--- config.mk ---
export PLATFORM = sky130hd
export DESIGN_NAME = cfg_index_regs
export DESIGN_NICKNAME = d
export VERILOG_FILES = /design/src/rtl/cfg_index_regs.sv
export SDC_FILE = /design/constraint.sdc
export NUM_CORES = 1
export LEC_CHECK = 0
export ABC_AREA = 1
export BUFFER_PORTS_ARGS = -buffer_cell sky130_fd_sc_hd__clkbuf_2
export CAP_MARGIN = 15
export CORE_AREA = 8 8 106 108
export DETAILED_ROUTE_END_ITERATION = 10
export DIE_AREA = 0 0 114 116
export GPL_TIMING_DRIVEN = 1
export PLACE_DENSITY_LB_ADDON = 0.25
export SLEW_MARGIN = 5
export SYNTH_ARGS = -nofsm -noshare
export SYNTH_HDL_FRONTEND = slang
export SYNTH_SLANG_ARGS = --single-unit
--- constraint.sdc ---
create_clock -name clk -period 5.1 [get_ports clk]
set_clock_uncertainty 0.15 [all_clocks]
set_input_delay 1.02 -clock clk [delete_from_list [all_inputs] [get_ports clk]]
set_output_delay 1.02 -clock clk [all_outputs]
set_load 0.01 [all_outputs]
--- src/rtl/cfg_index_regs.sv ---
module cfg_index_regs #(
  parameter int          ADDR_W   = 16,
  parameter logic [15:0] IDX_PORT = 16'h0022,
  parameter logic [15:0] DAT_PORT = 16'h0023
) (
  input  logic              clk,
  input  logic              rst_n,
  input  logic              warm_rst,
  input  logic [ADDR_W-1:0] io_addr,
  input  logic              io_rd,
  input  logic              io_wr,
  input  logic [7:0]        io_wdata,
  input  logic              in_mgmt,
  output logic [7:0]        rd_data,
  output logic              claim,
  output logic              fwd_off,
  output logic              ctl_en,
  output logic              ctl_mgmt_acc,
  output logic              ctl_main_acc,
  output logic              ctl_nmi_en,
  output logic              ctl_lock,
  output logic [19:0]       rgn_base,
  output logic [3:0]        rgn_size
);
  localparam logic [7:0] IX_CTL  = 8'hC1;
  localparam logic [7:0] IX_AUX  = 8'hC2;
  localparam logic [7:0] IX_SEC  = 8'hC3;
  localparam logic [7:0] IX_BHI  = 8'hCD;
  localparam logic [7:0] IX_BMID = 8'hCE;
  localparam logic [7:0] IX_BLO  = 8'hCF;

  logic       armed_q;
  logic [7:0] idx_q;
  logic       en_q, macc_q, mmac_q, nmi_q, lock_q;
  logic [7:0] aux_q, bhi_q, bmid_q;
  logic [3:0] blo_q, size_q;

  wire acc     = io_rd | io_wr;
  wire idx_hit = (io_addr == IDX_PORT[ADDR_W-1:0]);
  wire dat_hit = (io_addr == DAT_PORT[ADDR_W-1:0]);
  wire known   = (idx_q == IX_CTL) || (idx_q == IX_AUX) || (idx_q == IX_SEC) ||
                 (idx_q == IX_BHI) || (idx_q == IX_BMID) || (idx_q == IX_BLO);
  wire dat_ok  = dat_hit & acc & armed_q & known;
  wire wr_ok   = dat_ok & io_wr;
  wire locked  = lock_q & ~in_mgmt;

  assign claim   = (idx_hit & io_wr) | dat_ok;
  assign fwd_off = acc & (idx_hit | dat_hit) & ~claim;

  always_comb begin
    rd_data = 8'h00;
    if (dat_ok && io_rd) begin
      case (idx_q)
        IX_CTL:  rd_data = {4'h0, mmac_q, macc_q, en_q, 1'b0};
        IX_AUX:  rd_data = aux_q;
        IX_SEC:  rd_data = {6'h00, nmi_q, lock_q};
        IX_BHI:  rd_data = bhi_q;
        IX_BMID: rd_data = bmid_q;
        IX_BLO:  rd_data = {blo_q, size_q};
        default: rd_data = 8'h00;
      endcase
    end
  end

  always_ff @(posedge clk or negedge rst_n) begin
    if (!rst_n) begin
      armed_q <= 1'b0;
      idx_q   <= 8'h00;
    end else if (warm_rst) begin
      armed_q <= 1'b0;
    end else if (acc) begin
      armed_q <= idx_hit & io_wr;
      if (idx_hit && io_wr) idx_q <= io_wdata;
    end
  end

  always_ff @(posedge clk or negedge rst_n) begin
    if (!rst_n) begin
      {en_q, macc_q, mmac_q, nmi_q, lock_q} <= '0;
      aux_q  <= '0;
      bhi_q  <= '0;
      bmid_q <= '0;
      blo_q  <= '0;
      size_q <= '0;
    end else if (wr_ok) begin
      case (idx_q)
        IX_CTL:  if (!locked) {mmac_q, macc_q, en_q} <= io_wdata[3:1];
        IX_AUX:  aux_q <= io_wdata;
        IX_SEC:  if (!locked) {nmi_q, lock_q} <= io_wdata[1:0];
        IX_BHI:  bhi_q  <= io_wdata;
        IX_BMID: bmid_q <= io_wdata;
        IX_BLO: begin
          blo_q <= io_wdata[7:4];
          if (!locked) size_q <= io_wdata[3:0];
        end
        default: ;
      endcase
    end
  end

  assign ctl_en       = en_q;
  assign ctl_mgmt_acc = macc_q;
  assign ctl_main_acc = mmac_q;
  assign ctl_nmi_en   = nmi_q;
  assign ctl_lock     = lock_q;
  assign rgn_base     = {bhi_q, bmid_q, blo_q};
  assign rgn_size     = size_q;

  AST_CLAIM_FWD_EXCL: assert property (@(posedge clk) disable iff (!rst_n)
    !(claim && fwd_off));
  AST_INDEX_SPENT: assert property (@(posedge clk) disable iff (!rst_n)
    (claim && dat_hit) |=> !(claim && dat_hit));
  AST_LOCK_CTL: assert property (@(posedge clk) disable iff (!rst_n)
    (ctl_lock && !in_mgmt && io_wr && dat_hit) |=>
      ($stable(ctl_en) && $stable(ctl_mgmt_acc) && $stable(ctl_main_acc)));
  AST_LOCK_SEC: assert property (@(posedge clk) disable iff (!rst_n)
    (ctl_lock && !in_mgmt && io_wr && dat_hit) |=>
      ($stable(ctl_nmi_en) && $stable(ctl_lock) && $stable(rgn_size)));
  AST_WARM_KEEP: assert property (@(posedge clk) disable iff (!rst_n)
    (warm_rst && !io_wr) |=> ($stable(rgn_base) && $stable(rgn_size) && $stable(ctl_en)));
  AST_FWD_NO_DATA: assert property (@(posedge clk) disable iff (!rst_n)
    fwd_off |-> (rd_data == 8'h00));
endmodule

# Word level (Yosys, flattened, before mapping)

Cells that the tools add are included.
W data, S select, Z words.

Register bits after elaboration: 46
Bits of input ports: 30
Output and inout port bits: 39
Word-level logic and storage cells: 55

Equal/unequal tests: 8
Mux-type cells: 4
Bitwise operators: 15
Reduce and logical (&&, ||, !) cells: 16

Operators by type and width:

| operator              | number |
|---|---|
| $eq A8 B8 Y1 const B  | 6 |
| $pmux W8 S6           | 1 |
| $eq A16 B6 Y1 const B | 2 |
| $reduce_and A3 Y1     | 4 |
| $and A1 B1 Y1         | 8 |
| $mux W8               | 1 |
| $reduce_and A2 Y1     | 4 |
| $logic_or A1 B1 Y1    | 5 |
| $not A1 Y1            | 4 |
| $or A1 B1 Y1          | 3 |
| $logic_and A1 B1 Y1   | 2 |
| $mux W1               | 2 |
| $reduce_bool A2 Y1    | 1 |

# Logic depth before layout (Yosys ltp)

Gate-level depths: netlist of the first run.

Depth in word-level cells: 10
Gate-level depth with buffers: 9

# Worst setup path after synthesis of the first run

No wires, ideal clock.

Kind: input to output
From: input port io_wr
To: output port rd_data[2]
Arrival: 2166 ps
Required time: 3930 ps
Slack: 1764 ps
Stages on the path: 7
Path buffers: 1
Path through: buf_4 -> nor2_2 -> nor2_2 -> nand3_2 -> nor2_8 -> nand2_1 -> a31oi_1

Cells in the longest elaborated chain, start to end: 6

RTL lines:

| what                        | line | source |
|---|---|---|
| from (decl)                 | 11   | `input logic io_wr,` |
| $or A1 B1 Y1                | 38   | `wire acc = io_rd \| io_wr;` |
| $and A1 B1 Y1 (3 in series) | 43   | `wire dat_ok = dat_hit & acc & armed_q & known;` |
| $logic_and A1 B1 Y1         | 52   | `if (dat_ok && io_rd) begin` |
| $mux W8                     | 52   |  |
| to (decl)                   | 14   | `output logic [7:0] rd_data,` |

No other way between the ends.

# Worst setup path after layout of the first run

From: input port io_addr[6]
To: output port rd_data[2]

Cells in the longest elaborated chain, start to end: 6

RTL lines:

| what                        | line | source |
|---|---|---|
| from (decl)                 | 9    | `input logic [ADDR_W-1:0] io_addr,` |
| $eq A16 B6 Y1               | 40   | `wire dat_hit = (io_addr == DAT_PORT[ADDR_W-1:0]);` |
| $and A1 B1 Y1 (3 in series) | 43   |  |
| $logic_and A1 B1 Y1         | 52   |  |
| $mux W8                     | 52   |  |

No other way between the ends.

==> impl_metrics.json, run 1 <==
{
  "status": "finished, final reports clean",
  "ys_ff_latch": 46,
  "drc": 0,
  "antenna_found_initial": 0,
  "synth_fp_nets": 318,
  "via_per_inst": 4.32,
  "postRouteWirelength_mm": 7.29,
  "io_buffers": 68,
  "relSlewSlack": 0.507,
  "vdd_drop_max_mv": 0.0993,
  "rsz0062_at_grt": "false",
  "nFillCells": 1065,
  "ant_nets": 0,
  "synth.area.mux_share": 0,
  "fin_crit_sh": 0.749,
  "synth_xor_area_frac": 0,
  "place_congestion": 0.822,
  "avgSynthCellArea_um2": 8.16,
  "switching_share": 0.214,
  "syn_inst": 288,
  "hpwl_mm": 5.49,
  "cts_buffer_depth": 2,
  "grt_max_degree": 47,
  "hold_buffers": 0,
  "holdPathStages": 2,
  "groute.usage.overall": 0.112,
  "min_period_ps": 3820,
  "clkLatencyLatePin_ps": 290,
  "num_rows": 36,
  "critPathMaxFanout": 8,
  "grt_pass1_wl_mm": 11.4,
  "final-max-slew-violation-count": 0,
  "antenna_cells": 0,
  "synth_compound_area_frac": 0.120,
  "grt_pass1_vias": 2050,
  "finalSetupViolCount": 0,
  "clkSlewWorstSetupHoldPaths_ps": 80,
  "hold_path.class": "flip-flop to flip-flop",
  "multiInputGateArea_mm2": 0.00106,
  "die_area_mm2": 0.0132,
  "regArea_mm2": 0.00115,
  "p_per_area_mw_per_mm2": 232,
  "cts_tree": "yes",
  "timing.final.ws_setup_ps": 1280,
  "final_hold_viol_count": 0,
  "area_growth_pct": 24.3,
  "yosysWarningCount": 0,
  "cp-start-kind": "input port",
  "cts_resized": 0,
  "cts_buffers": 5,
  "grt-ovfl-total": 0,
  "timing.rr.end": "aux_q[0]",
  "synthAdderAreaFrac": 0,
  "hp-start": "aux_q[2]",
  "ys_seq_area_frac": 0.490,
  "synth_top_family_by_area": "simple AND/OR/NAND/NOR gates",
  "drt-pass1-iter-count": 4,
  "r2r_cells": 5,
  "dieWidth_um": 114,
  "core_mm2": 0.00955,
  "cts_setup_buffers": 0,
  "htree_levels": 2,
  "internal-power_mw": 0.532,
  "min_delay_worst_endpoint": "aux_q[2]",
  "cp.required_ps": 3930,
  "initial_core_util": 0.246,
  "cap_violations": 0,
  "num_vias": 2118,
  "p_clk_frac": 0.414,
  "rrSetupSlack_ps": 3150,
  "cp-startpoint": "io_addr[6]",
  "final_core_util": 0.306,
  "synth-simple-area-share": 0.330,
  "setup_tns_ps": 0,
  "seq_power_share": 0.539,
  "power_mw": 0.676,
  "arrival_ps": 2650,
  "drt_iter0_markers": 84,
  "p_leak_nw": 1.48,
  "syn_area_mm2": 0.00235,
  "pre_cts_ws_ps": 1260,
  "tightest_slew_ps": 737,
  "worstSetupPathType": "input port to primary output",
  "cts.sinks": 46,
  "ys_types": 27,
  "critical_path.endpoint_type": "primary output",
  "drive_gt1_frac": 0.263,
  "final_cell_mix": "105 x nand2_1, 68 x clkbuf_2, 46 x dfrtp_1",
  "switchingPower_mw": 0.145,
  "instances_no_fill": 490,
  "wire_per_inst_um": 14.9,
  "placed_cells": 483,
  "max_freq_mhz": 262,
  "p_comb_frac": 0.047,
  "nNetsFinal": 387,
  "cts_root_buf": "clkbuf_8",
  "io_pins": 69,
  "layout_commonest_cell": "nand2_1",
  "r2r_start": "idx_q[2]",
  "die_h_um": 116
}
stage by stage:
stage                     hold slack, ps  instance area [um2]
after floorplan                      305                 2350
after global placement               317                 2810
after detailed placement             322                 2810
after CTS                            346                 2920
after global routing                 358                 2920
final                                342                 2920
worst max path at each step:
| stage | to | slack [ps] | cells past startpoint |
|---|---|---|---|
| after detailed placement | rd_data[2] | 1260 | 9 |
| after global routing | rd_data[3] | 1110 | 9 |
| final | rd_data[2] | 1280 | 9 |
| after floorplan | rd_data[2] | 1760 | 7 |
| after global placement | rd_data[2] | 1310 | 9 |
| after CTS | rd_data[2] | 1260 | 9 |
registers in the layout, summed over array words and instances (netlist names), 4 cells and up:
| signal | count |
|---|---|
| aux_q | 8 |
| blo_q | 4 |
| bhi_q | 8 |
| idx_q | 8 |
| rgn_size | 4 |
| bmid_q | 8 |
area by class of cell:
class | instances | share of cell area
sequential | 46 | 0.394
multi-input combinational | 212 | 0.362
timing repair buffer | 69 | 0.119
tap | 133 | 0.0570
clock buffer | 6 | 0.0283
clock inverter | 1 | 0.0103
inverter | 23 | 0.0296
cells by family (layout without fill, tap and decap cells):
logic type      count (synthesis)  count (layout)
flops                          46              46
simple gates                  162             162
buf+inv                        30              99
compound gates                 50              50
power by group through the flow:
stage / combinational [mW] / sequential, mW / clock [mW]
after floorplan: 0.00827 / 0.372 / 0
after global placement: 0.0327 / 0.372 / 0
after detailed placement: 0.0329 / 0.372 / 0
after CTS: 0.0331 / 0.364 / 0.294
after global routing: 0.0366 / 0.364 / 0.304
final: 0.0321 / 0.364 / 0.280
synth_stat cells:
library cell	count	area (um2)
clkbuf_1	1	3.75
or2_2	1	6.26
buf_6	3	33.8
dfrtp_1	46	1150
nand2_1	105	394
nand3b_1	2	15.0
o21ai_2	5	43.8
o21ai_0	15	75.1
o221ai_2	1	15.0
nor2_1	20	75.1
nor3b_4	1	18.8
nor3_2	1	10.0
nand4_1	16	100
nor2_2	2	12.5
inv_1	22	82.6
nor3_4	1	16.3
clkinv_1	1	3.75
nand3_1	4	20.0
o21ai_1	19	95.1
a21oi_1	8	40.0
buf_4	1	7.51
nand3_4	3	52.6
buf_2	2	10.0
a31oi_1	2	12.5
nand3_2	2	20.0
nor3_1	3	15.0
nor2_8	1	20.0
layer usage:
| layer | global-route usage | part of all wire | up-vias |
|---|---|---|---|
| met3 | 0.0365 | 0.072 | 2 |
| li1 | - | - | 1083 |
| met4 | 0.0293 | 0.0032 | 0 |
| met2 | 0.177 | 0.45 | 62 |
| met1 | 0.144 | 0.47 | 971 |
| met5 | 0 | 0 | - |
worst max-delay path, cell delays in order:
cell and delay, ps:
clkbuf_2 80, nor2_1 90, nand3b_1 80, nor2_1 210, nand3_2 200, nor2_8 240
nand2_1 280, a31oi_1 270, clkbuf_2 170
No activity file was read; power rests on OpenSTA's default activity.
==> inputs of run 2 (changes only) <==
- ABC_AREA: 1 -> 0
- CORE_AREA: 8 8 106 108 -> 8 8 110 112
- DIE_AREA: 0 0 114 116 -> 0 0 118 120
- clock period: 5.1 -> 3.65 ns (I/O delays scaled with it)
==> run 2 against run 1 <==
Compared with the run above: sequential power increased by 40%; die area rose by 7.1%; sequential share of layout area shrank 2.6 points; routed wire length barely moved; synthesized area rose by 6.5%; non-clock buffer count increased by 7; combinational power is 45% higher; global-route usage is 0.72 points lower; worst setup slack worse by 910 ps; critical endpoint is now rd_data[1].
==> impl_metrics.json, run 2 <==
{
  "p_per_area_mw_per_mm2": 280,
  "cts.sinks": 46,
  "pre_cts_ws_ps": 365,
  "critical_path.endpoint_type": "primary output",
  "final_cell_mix": "68 x clkbuf_2, 46 x dfrtp_1, 32 x mux2_2",
  "wire_per_inst_um": 17.5,
  "final-max-slew-violation-count": 0,
  "grt_max_degree": 25,
  "antenna_cells": 0,
  "yosysMostFrequentCell": "dfrtp_1",
  "hpwl_mm": 5.46,
  "rsz0062_at_grt": "false",
  "io_buffers": 68,
  "drt_iter0_markers": 96,
  "initial_core_util": 0.238,
  "groute.usage.overall": 0.105,
  "synth_fp_nets": 232,
  "yosys-top-cells-count": "46 x dfrtp_1, 32 x mux2_2, 12 x nand3_1",
  "hold_buffers": 0,
  "relSlewSlack": 0.554,
  "drc": 0,
  "die_h_um": 120,
  "setup_tns_ps": 0,
  "cp.required_ps": 2770,
  "timing.final.ws_setup_ps": 372,
  "power_mw": 0.874,
  "clkSlewWorstSetupHoldPaths_ps": 90,
  "cts_buffers": 5,
  "grt_pass1_vias": 2139,
  "core_mm2": 0.0105,
  "nFillCells": 1068,
  "status": "finished, final reports clean",
  "synthArstFlopShare": 1.00,
  "htree_levels": 2,
  "ys_seq_area_frac": 0.460,
  "yosysWarningCount": 0,
  "critPathMaxFanout": 8,
  "area_growth_pct": 24.8,
  "die_area_mm2": 0.0142,
  "p_leak_nw": 1.56,
  "clkLatencyLatePin_ps": 290,
  "cp-start-kind": "input port",
  "max_stage_delay_ps": 420,
  "layout_commonest_cell": "clkbuf_2",
  "final_hold_viol_count": 0,
  "instances_no_fill": 416,
  "synth_top_cell_area_share": 0.460,
  "cpMostUsedCell": "clkbuf_2",
  "ant_nets": 0,
  "num_vias": 1983,
  "cts_resized": 0,
  "critical_path.cell_chain": "clkbuf_2, nor4_1, and4_1, nand3_1, a21oi_1, clkbuf_2",
  "hold_path.class": "input port to asynchronous set/reset pin",
  "avgSynthCellArea_um2": 12.4,
  "syn_area_mm2": 0.00250,
  "cts_setup_buffers": 0,
  "cap_violations": 0,
  "vdd_drop_max_mv": 0.132,
  "max_freq_mhz": 305,
  "postRouteWirelength_mm": 7.29,
  "synth_flop_cell": "dfrtp_1",
  "min_period_ps": 3280,
  "grt_pass1_wl_mm": 12.0,
  "synth_enable_flop_cells": 0,
  "cts_root_buf": "clkbuf_8",
  "placed_cells": 408,
  "syn_inst": 202,
  "drive_gt1_frac": 0.507,
  "grt-ovfl-total": 0,
  "finalSetupViolCount": 0,
  "antenna_found_initial": 0,
  "ys_ff_latch": 46,
  "via_per_inst": 4.77,
  "cts_tree": "yes",
  "drt-pass1-iter-count": 4,
  "num_rows": 38,
  "synth_area_leaders": "dfrtp_1 46%, mux2_2 14%, mux2_4 4.8%",
  "ys_types": 42,
  "critical-path-slowest-cell": "nor4_1",
  "cts_buffer_depth": 2,
  "arrival_ps": 2400,
  "worstSetupPathType": "input port to primary output",
  "place_congestion": 0.706,
  "fin_crit_sh": 0.898,
  "dieWidth_um": 118,
  "io_pins": 69,
  "yosysTopAreaCell": "dfrtp_1",
  "nNetsFinal": 305,
  "tightest_slew_ps": 662
}
run 2: cell count changes in the layout (fill, tap and decap cells not counted), sizes merged, moves of 5 or more:
cell / before / now
nand2: 105 / 6
mux2: 0 / 44
o21ai: 39 / 6
inv: 22 / 5
nor2: 23 / 6
nand4: 16 / 3
a22o: 0 / 8
buf: 1 / 8
nor4: 0 / 5
run 2: layout make-up:
class	instances	area, um2	share of cell area
sequential	46	1150	0.368
timing repair buffer	76	400	0.128
clock buffer	7	86.3	0.0276
inverter	5	18.8	0.00600
multi-input combinational	141	1290	0.412
tap	140	175	0.0560
clock inverter	1	5.00	0.00160
run 2: routing by layer:
layer / track usage / part of all wire / vias to the layer above
met2: 0.168 / 0.46 / 68
met5: 0 / 0 / -
met4: 0.0312 / 0.014 / 0
li1: - / - / 914
met1: 0.133 / 0.45 / 993
met3: 0.0338 / 0.077 / 8
run 2: final timing paths:
| kind | startpoint | endpoint | slack [ps] | depth (start not counted) |
|---|---|---|---|---|
| max reg2reg | idx_q[2] | bmid_q[2] | 1220 | 5 |
| min reg2reg | aux_q[4] | aux_q[4] | 360 | 1 |
| max in group asynchronous | rst_n | bmid_q[3] | 2330 | 2 |
| min in group clk | aux_q[4] | aux_q[4] | 360 | 1 |
| min | rst_n | armed_q | 280 | 1 |
| max | io_addr[10] | rd_data[1] | 370 | 6 |
run 2: cell families after synthesis:
kind of cell    Yosys count  synth area share
buf+inv                  15            0.0255
simple gates             57             0.187
mux                      45             0.214
flops                    46             0.460
compound gates           39             0.114
run 2: stage by stage:
stage / utilization / cell area [um2] / hold WS [ps]
final: 0.297 / 3130 / 281
after global routing: 0.297 / 3130 / 331
after CTS: 0.297 / 3130 / 310
after detailed placement: 0.289 / 3030 / 338
after global placement: 0.289 / 3030 / 333
after floorplan: - / 2500 / 284
run 2: where the power goes:
group | internal [mW] | switching, mW
Sequential | 0.509 | 0.0000157
Clock | 0.153 | 0.165
Combinational | 0.0167 | 0.0299
Total | 0.679 | 0.195
run 2: critical path: cells and delay by family:
family / cells / cell delay, ps
buffers and inverters: 2 / 280
AO/OA/AOI/OAI: 1 / 280
AND/OR/NAND/NOR: 3 / 1110
